<file path="src/rtl/rxq_pkg.sv">
package rxq_pkg;
    localparam int BYTE_W        = 8;
    localparam int OVERSAMPLE    = 16;
    localparam int TIMEOUT_CHARS = 4;
    localparam int TICKS_PER_BIT_CHARS = OVERSAMPLE * TIMEOUT_CHARS;

    typedef logic [BYTE_W-1:0] byte_t;

    typedef enum logic [1:0] {
        TRIG_ONE      = 2'b00,
        TRIG_FOUR     = 2'b01,
        TRIG_EIGHT    = 2'b10,
        TRIG_FOURTEEN = 2'b11
    } trig_code_e;

    typedef struct packed {
        trig_code_e trig;
        logic [1:0] spare;
        logic       mode_sel;
        logic       tx_rst;
        logic       rx_rst;
        logic       enable;
    } fcr_t;

    localparam logic [7:0] FCR_KEEP_MASK = 8'hC9;

    function automatic logic [4:0] trigger_level(trig_code_e c);
        case (c)
            TRIG_ONE:   return 5'd1;
            TRIG_FOUR:  return 5'd4;
            TRIG_EIGHT: return 5'd8;
            default:    return 5'd14;
        endcase
    endfunction

    function automatic logic [3:0] frame_bits(logic [3:0] fmt);
        logic [3:0] n;
        n = 4'd6 + {2'b00, fmt[1:0]} + {3'b000, fmt[3]};
        n = n + (fmt[2] ? 4'd2 : 4'd1);
        return n;
    endfunction
endpackage

</file>
<file path="src/rtl/rxq_store.sv">
module rxq_store #(
    parameter int DEPTH = 16,
    parameter int W     = 8,
    localparam int AW    = $clog2(DEPTH),
    localparam int CNT_W = AW + 1
) (
    input  logic             clk,
    input  logic             rst,
    input  logic             flush,
    input  logic             push,
    input  logic             pop,
    input  logic [W-1:0]     din,
    output logic [W-1:0]     dout,
    output logic [CNT_W-1:0] count
);
    logic [W-1:0]  mem [DEPTH];
    logic [AW-1:0] wr_ptr, rd_ptr;

    always_ff @(posedge clk) begin
        if (rst || flush) begin
            wr_ptr <= '0;
            rd_ptr <= '0;
            count  <= '0;
        end else begin
            if (push) begin
                mem[wr_ptr] <= din;
                wr_ptr      <= (wr_ptr == AW'(DEPTH - 1)) ? '0 : wr_ptr + 1'b1;
            end
            if (pop)
                rd_ptr <= (rd_ptr == AW'(DEPTH - 1)) ? '0 : rd_ptr + 1'b1;
            case ({push, pop})
                2'b10:   count <= count + 1'b1;
                2'b01:   count <= count - 1'b1;
                default: count <= count;
            endcase
        end
    end

    assign dout = mem[rd_ptr];

    p_count_bound_r3: assert property (@(posedge clk) disable iff (rst)
        count <= CNT_W'(DEPTH));

    p_no_pop_empty_r2: assert property (@(posedge clk) disable iff (rst)
        pop |-> count != '0);
endmodule

</file>
<file path="src/rtl/rxq_timeout.sv">
module rxq_timeout #(
    parameter int LIM_W = 26
) (
    input  logic             clk,
    input  logic             rst,
    input  logic             enable,
    input  logic             restart,
    input  logic             clear,
    input  logic [LIM_W-1:0] limit,
    output logic             flag
);
    logic [LIM_W-1:0] idle_cnt;
    logic [LIM_W-1:0] idle_nxt;

    assign idle_nxt = idle_cnt + 1'b1;

    always_ff @(posedge clk) begin
        if (rst) begin
            idle_cnt <= '0;
            flag     <= 1'b0;
        end else begin
            if (restart || !enable) begin
                idle_cnt <= '0;
            end else if (idle_nxt >= limit) begin
                flag <= 1'b1;
            end else begin
                idle_cnt <= idle_nxt;
            end
            if (clear)
                flag <= 1'b0;
        end
    end

    p_rise_needs_enable_r8: assert property (@(posedge clk) disable iff (rst)
        $rose(flag) |-> $past(enable) && !$past(restart));

    p_clear_wins_r9: assert property (@(posedge clk) disable iff (rst)
        clear |=> !flag);
endmodule

</file>
<file path="src/rtl/rxq_buffer.sv">
module rxq_buffer
    import rxq_pkg::*;
#(
    parameter int DEPTH = 16,
    parameter int DIV_W = 16,
    localparam int CNT_W = $clog2(DEPTH) + 1,
    localparam int LIM_W = DIV_W + 4 + $clog2(TICKS_PER_BIT_CHARS)
) (
    input  logic             clk,
    input  logic             rst,
    input  logic             push_valid,
    input  logic [7:0]       push_data,
    input  logic             push_break,
    input  logic             rd_data_req,
    output logic [7:0]       rd_data,
    input  logic             rd_status_req,
    input  logic             fcr_wr,
    input  logic [7:0]       fcr_wdata,
    input  logic [3:0]       line_fmt,
    input  logic [DIV_W-1:0] divisor,
    output logic [7:0]       fcr_q,
    output logic             tx_flush,
    output logic             data_ready,
    output logic             overrun,
    output logic             brk,
    output logic             timeout_flag,
    output logic             trigger_hit,
    output logic [CNT_W-1:0] fifo_count
);
    fcr_t  fcr, fcr_new;
    byte_t hold_q, head, in_byte;
    logic  hold_v, fifo_mode, mode_chg, rx_flush, push_any;
    logic  pop, push_ok, drop, set_ovr, clr_brk, has_room, empty;
    logic [LIM_W-1:0] limit;

    assign fcr_new   = fcr_t'(fcr_wdata);
    assign fifo_mode = fcr.enable;
    assign mode_chg  = fcr_wr && (fcr_new.enable != fcr.enable);
    assign rx_flush  = fcr_wr && (fcr_new.rx_rst || mode_chg);
    assign push_any  = push_valid || push_break;
    assign in_byte   = push_break ? '0 : push_data;
    assign empty     = (fifo_count == '0);

    assign pop      = fifo_mode && rd_data_req && !empty && !rx_flush;
    assign has_room = (fifo_count < CNT_W'(DEPTH)) || pop;
    assign push_ok  = fifo_mode && push_any && !rx_flush && has_room;
    assign drop     = fifo_mode && push_any && !rx_flush && !has_room;
    assign set_ovr  = drop || (!fifo_mode && push_any && hold_v && !rd_data_req);
    assign clr_brk  = rd_status_req
                   || (pop && fifo_count == CNT_W'(1) && !push_ok)
                   || (!fifo_mode && rd_data_req);

    rxq_store #(.DEPTH(DEPTH), .W(BYTE_W)) u_store (
        .clk   (clk),
        .rst   (rst),
        .flush (rx_flush),
        .push  (push_ok),
        .pop   (pop),
        .din   (in_byte),
        .dout  (head),
        .count (fifo_count)
    );

    assign limit = LIM_W'(frame_bits(line_fmt)) * LIM_W'(divisor)
                 * LIM_W'(TICKS_PER_BIT_CHARS);

    rxq_timeout #(.LIM_W(LIM_W)) u_timeout (
        .clk     (clk),
        .rst     (rst),
        .enable  (fifo_mode && !empty && divisor != '0),
        .restart (push_any || rd_data_req || rx_flush),
        .clear   ((fifo_mode && rd_data_req) || rx_flush),
        .limit   (limit),
        .flag    (timeout_flag)
    );

    always_ff @(posedge clk) begin
        if (rst) begin
            fcr      <= '0;
            hold_q   <= '0;
            hold_v   <= 1'b0;
            overrun  <= 1'b0;
            brk      <= 1'b0;
            tx_flush <= 1'b0;
        end else begin
            tx_flush <= fcr_wr && (fcr_new.tx_rst || mode_chg);
            if (fcr_wr)
                fcr <= fcr_t'(fcr_wdata & FCR_KEEP_MASK);
            if (!fifo_mode) begin
                if (push_any) begin
                    hold_q <= in_byte;
                    hold_v <= 1'b1;
                end else if (rd_data_req) begin
                    hold_v <= 1'b0;
                end
            end
            if (set_ovr)
                overrun <= 1'b1;
            else if (rd_status_req)
                overrun <= 1'b0;
            if (push_break)
                brk <= 1'b1;
            else if (clr_brk)
                brk <= 1'b0;
        end
    end

    assign fcr_q       = fcr;
    assign rd_data     = fifo_mode ? (empty ? '0 : head) : hold_q;
    assign data_ready  = fifo_mode ? !empty : hold_v;
    assign trigger_hit = fifo_mode
                      && (int'(fifo_count) >= int'(trigger_level(fcr.trig)));

    p_drop_keeps_r3: assert property (@(posedge clk) disable iff (rst)
        drop |=> overrun && fifo_count == CNT_W'(DEPTH));

    p_mode_flush_r6: assert property (@(posedge clk) disable iff (rst)
        mode_chg |=> fifo_count == '0 && tx_flush);

    p_flush_clears_r7: assert property (@(posedge clk) disable iff (rst)
        rx_flush |=> !timeout_flag && fifo_count == '0);

    p_status_clear_r11: assert property (@(posedge clk) disable iff (rst)
        rd_status_req && !push_any |=> !brk && !overrun);

    p_break_sets_r10: assert property (@(posedge clk) disable iff (rst)
        push_break |=> brk);

    p_timeout_data_r8: assert property (@(posedge clk) disable iff (rst)
        $rose(timeout_flag) |-> $past(fifo_count) != '0);
endmodule

</file>
<file path="config.mk">
export PLATFORM = sky130hd
export DESIGN_NAME = rxq_buffer
export DESIGN_NICKNAME = d
export VERILOG_FILES = /design/src/rtl/rxq_pkg.sv /design/src/rtl/rxq_store.sv /design/src/rtl/rxq_timeout.sv /design/src/rtl/rxq_buffer.sv
export SDC_FILE = /design/constraint.sdc
export NUM_CORES = 1
export LEC_CHECK = 0
export BUFFER_PORTS_ARGS = -buffer_cell sky130_fd_sc_hd__buf_2
export CAP_MARGIN = 30
export CORE_MARGIN = 5
export CORE_UTILIZATION = 50
export CTS_BUF_LIST = sky130_fd_sc_hd__clkbuf_4 sky130_fd_sc_hd__clkbuf_8 sky130_fd_sc_hd__clkbuf_16
export DETAILED_ROUTE_END_ITERATION = 6
export GPL_ROUTABILITY_DRIVEN = 0
export PLACE_DENSITY_LB_ADDON = 0.15
export SYNTH_ARGS = -nofsm -noshare
export SYNTH_HDL_FRONTEND = slang
export SYNTH_SLANG_ARGS = --single-unit
</file>
<file path="constraint.sdc">
create_clock -name clk -period 20.9 [get_ports clk]
set_clock_uncertainty 0.2 [all_clocks]
set_input_delay 4.18 -clock clk [delete_from_list [all_inputs] [get_ports clk]]
set_output_delay 4.18 -clock clk [all_outputs]
set_load 0.1 [all_outputs]
</file>
-- Word-level counts from Yosys, hierarchy flattened
Memories as Yosys holds them, arrays and structs flattened. A register that Yosys moved wholly into a read port is not among the register bits.
Cells that the tools add are included.
- flip-flop bits (word level): 56
- RAM bits: 128
- bits of input ports: 43
- output and inout bits: 27
- logic and storage cells: 106
- memories: 1
- add/subtract/negate cells: 8
- multiply operators: 1
- order comparisons: 3
- equality and inequality tests: 8
- muxes and demuxes: 20
- bitwise operators: 2
- reduce and logical (&&, ||, !) cells: 50
- memories (name ; words ; bits a word ; read ports ; clocked after Yosys merged registers in ; wr ports ; line ; RTL):
    u_store.mem ; 16 ; 8 ; 1 ; 1 ; 1 ; rxq_store.sv:16 ; logic [W-1:0] mem [DEPTH];
- operators with widths (operator ; count):
    $add 26x1->26 const B ; 1
    $ge 26x26->1 ; 1
    $mux 8 ; 3
    $mul 4x16->20 ; 1
    $logic_and 1x1->1 ; 19
    $mux 4 ; 4
    $reduce_bool 16->1 ; 1
    $logic_or 1x1->1 ; 12
    $pmux 4 s3 ; 1
    $mux 1 ; 10
    $pmux 5 s2 ; 1
    $add 4x1->4 const B ; 2
    $eq 4x4->1 const B ; 2
    $reduce_bool 2->1 ; 4
    $logic_not 1->1 ; 7
    $reduce_and 2->1 ; 3
    $add 5x1->5 const B ; 1
    $eq 5x1->1 const B ; 1
    $ge 5x5->1 ; 1
    $logic_not 5->1 ; 1
    $lt 5x5->1 const B ; 1
    $sub 5x1->5 const B ; 1
    $add 3x2->4 const A ; 1
    $add 4x1->4 ; 1
    other kinds (8) ; 12

-- Longest topological paths before layout
- depth after elaboration: 14
- gate-level depth with buffers: 27
- depth with buffers taken out: 25

-- Hierarchy
A second synthesis with hierarchy kept.
- cells, all modules: 1013
- area, all modules: 11287.1 um2
- by module, submodules not included (module ; times used ; cells each ; area each (um2)):
    rxq_store ; 1 ; 315 ; 5853.1
    rxq_buffer ; 1 ; 400 ; 3098.0
    rxq_timeout ; 1 ; 298 ; 2336.0

-- Least setup slack after synthesis
Ideal clock, no wire load.
- kind: input port to flip-flop
- start: input port line_fmt[0]
- end: register u_timeout.idle_cnt[5]
- library setup time: 0.070 ns
- arrival: 9.958 ns
- required time: 20.630 ns
- setup slack: 10.672 ns
- cell stages on the path: 23
- path through: fa_1 > ha_1 > inv_1 > ha_1 > clkbuf_1 > nor2b_1 > fa_1 > inv_1 > fa_1 > inv_1 > ha_1 > nor2b_1 > o31a_1 > o32ai_1 > o21ai_0 > a21oi_1 > xor2_1 > ha_1 > and4_1 > a221o_2 > or3_1 > or4_1 > a21boi_1
- longest elaborated chain between the ends: 5
- ends and longest elaborated chain (element ; line ; RTL):
    from (decl) ; rxq_buffer.sv:19 ; input logic [3:0] line_fmt,
    $add 3x2->4 ; rxq_pkg.sv:38 ; n = 4'd6 + {2'b00, fmt[1:0]} + {3'b000, fmt[3]};
    $add 4x1->4 ; rxq_pkg.sv:38 ;
    $add 4x2->4 ; rxq_pkg.sv:39 ; n = n + (fmt[2] ? 4'd2 : 4'd1);
    $mul 4x16->20 ; rxq_buffer.sv:64 ; assign limit = LIM_W'(frame_bits(line_fmt)) * LIM_W'(divisor)
    $ge 26x26->1 ; rxq_timeout.sv:24 ; end else if (idle_nxt >= limit) begin
    to (signal assigned) ; rxq_timeout.sv:27 ; idle_cnt <= idle_nxt;
    to (decl) ; rxq_timeout.sv:12 ; logic [LIM_W-1:0] idle_cnt;
Every way passes these cells.
A chain may end at the register's enable or synchronous reset.

-- Final worst setup path
Same ends and word-level chain as after synthesis.

==> results.ini <==
[layout]
multi_input_area_um2=5430
area_growth_pct=11.9
fill_cells=1834
n_antenna_cell=0
drive_above_1_share_pct=16.6
final_util_pct=56.4
final_common_cell=edfxtp_1
finalNonFillerCells=1305
mostFrequentLayoutCells=edfxtp_1, nand2_1, inv_1
nets=1145
register_area_um2=5050

[floorplanning]
start_util_pct=50.4
die_h_um=158
die_w_um=158
pin_count=70
num_rows=54
die_area_um2=24900
fp.coreArea_um2=21700

[drt]
ant_nets=0
viasPerCell=5.72
drt_iter0_markers=502
vias=7465
first_pass_iters=4
wire_per_inst_um=18.7
wirelength_um=24400
drc=0

[yosys]
yosysWarnings=0
synth_top_family_by_area=simple AND/OR/NAND/NOR gates
synthArstFlopShare_pct=0
ys_ff_latch=188
synth_edf_count=128
synth_compound_area_share_pct=8.03
yosysTopAreaCell=edfxtp_1
synth_xor_area_share_pct=3.29
yosys_most_used_dff=edfxtp_1
synth_cell_types=65
synthAdderAreaFrac_pct=12.3
synthTopCellsByArea=edfxtp_1, dfxtp_1, mux4_2, ha_1, fa_1
netlist_area_um2=10900
synth_top_area_share_pct=35.2
ys_seq_area_share_pct=46.2
postSynthAreaPerCell_um2=11.5
synth_cells=951
synthMuxAreaShare_pct=10.1
synth-simple-area-share_pct=15.9

[timing]
timing.hold.ws_ps=258
max_clock_freq_mhz=94.7
fin_crit_sh_pct=50.5
rsz0062_at_grt=false
worstMarginPinSlew_ps=882
slew_viol_final=0
period_needed_ps=10560
finalHoldViolations=0
setup_tns_ps=0
relSlewSlack_pct=41.0
setup_viol=0

[pwr]
swShare_pct=32.9
vdd_ir_drop_max_v=0.0000642
total_power_uw=1010
pwr-share-seq_pct=39.8
internal_power_uw=675
p_sw_uw=331
p_per_area_nw_per_um2=82.3
comb_power_share_pct=25.3
clkPwrFrac_pct=34.9
p_leak_uw=0.00463

[setup_path]
critPathCaptureType=flop
crit_required_ps=21080
crit_type=in2reg
critPathLaunchType=input port
reg2reg_slack_ps=16670
critPathLaunch=line_fmt[0]
timing.rr.end=u_timeout.idle_cnt[5]$_SDFFE_PP0N_
path_max_fanout=16
reg2reg_from=u_timeout.idle_cnt[5]$_SDFFE_PP0N_
cp-endpoint=u_timeout.idle_cnt[5]$_SDFFE_PP0N_
rr_worst_depth=12
arrival_ps=10740

[global_routing]
antenna_found_initial=0
gr-usage-all-layers_pct=20.6
grt_max_degree=36
grt_overflow=0
grt_pass1_wl_um=39600
grt_pass1_vias=7411

[cts]
clock_latency_ps=440
clk_pin_slew_worst_paths_ps=80
clock_sinks=188
hold_buffers=0
cts-htree-levels=4
cts_max_path_buffers=2
ctsResizeCount=0
cts_buffers=17
post_cts_buffers=0
clockRootBuffer=clkbuf_16
cts_tree=done

[place]
place_inst=1273
portBuffers=63
post-dp-hpwl_um=17200

[hold_path]
hp-class=reg2reg

[run]
drv_cap=0

[status]
status=finished, final reports clean

==> area by class of cell <==
class | count | share of cell area (%)
tap | 280 | 2.86
clock inverter | 15 | 1.88
timing repair buffer | 81 | 3.91
clock buffer | 17 | 3.48
sequential | 188 | 41.3
inverter | 71 | 2.18
multi-input combinational | 653 | 44.4
==> state kept, by name, indices dropped and copies added (netlist names), named ones only <==
signal	count
hold_q	8
u_timeout.idle_cnt	26
hold_v	1
u_store.mem	128
overrun	1
u_store.rd_ptr	4
u_store.wr_ptr	4
fifo_mode	1
tx_flush	1
u_store.count	5
brk	1
fcr_q	3
u_timeout.flag	1
==> metal layers <==
layer / routed length [µm] / up-vias / GRT usage, %
li1: - / 3573 / -
met1: 10200 / 3686 / 26.6
met2: 12500 / 170 / 35.5
met3: 1130 / 36 / 3.64
met4: 512 / 0 / 6.60
met5: 0 / - / 0
==> through the flow <==
stage          setup WS (ps)  cell area (µm²)
5_1_grt                 9950            12200
3_5_place_dp            9910            11600
3_3_place_gp            9750            11500
4_1_cts                10340            12200
2_1_floorplan          10670            10900
6_report               10340            12200
==> power by group through the flow <==
stage / Combinational [µW] / Clock [µW] / Sequential [µW]
global placement: 252 / 0 / 409
floorplan: 194 / 0 / 414
global route: 292 / 375 / 400
detailed placement: 257 / 0 / 409
finish: 255 / 351 / 400
CTS: 259 / 356 / 400
==> cell usage after synthesis, types with 14 or more instances <==
| cell type | n |
|---|---|
| edfxtp_1 | 128 |
| a21oi_1 | 39 |
| nor2b_1 | 40 |
| fa_1 | 29 |
| mux4_2 | 40 |
| ha_1 | 61 |
| nor2_1 | 49 |
| and2_1 | 21 |
| xor2_1 | 26 |
| nand2_1 | 92 |
| inv_1 | 70 |
| nor3_1 | 14 |
| xnor2_1 | 15 |
| o21ai_0 | 26 |
| dfxtp_1 | 60 |
| clkbuf_1 | 22 |
| or3_1 | 18 |
| mux2i_1 | 20 |
==> worst max-delay path: stages <==
cell,delay [ps]
buf_2,110
fa_1,420
ha_1,190
inv_1,50
ha_1,560
nor2b_1,160
fa_1,570
inv_1,70
fa_1,530
inv_1,40
ha_1,340
nor2b_1,160
o31a_1,280
o32ai_1,570
o21ai_0,280
a21oi_1,220
xor2_1,180
ha_1,260
and4_1,170
a221o_2,480
or3_1,360
or4_1,400
a21boi_1,140
==> how the worst min path moves through the flow <==
stage | from | end | slack [ps] | cells past startpoint
final | hold_q[0]$_SDFFE_PP0P_ | hold_q[0]$_SDFFE_PP0P_ | 260 | 2
after global routing | hold_q[4]$_SDFFE_PP0P_ | hold_q[4]$_SDFFE_PP0P_ | 280 | 2
after CTS | hold_q[4]$_SDFFE_PP0P_ | hold_q[4]$_SDFFE_PP0P_ | 260 | 2
after detailed placement | hold_q[4]$_SDFFE_PP0P_ | hold_q[4]$_SDFFE_PP0P_ | 250 | 2
after global placement | hold_q[0]$_SDFFE_PP0P_ | hold_q[0]$_SDFFE_PP0P_ | 240 | 2
after floorplan | u_timeout.idle_cnt[16]$_SDFFE_PP0N_ | u_timeout.idle_cnt[16]$_SDFFE_PP0N_ | 230 | 2
==> kinds of logic after synthesis <==
group / after synthesis
buf+inv: 113
compound gates: 135
xor+xnor: 41
other cells: 1
mux: 60
simple gates: 323
fa+ha+maj: 90
flops: 188
(Power assumes the default switching activity.)
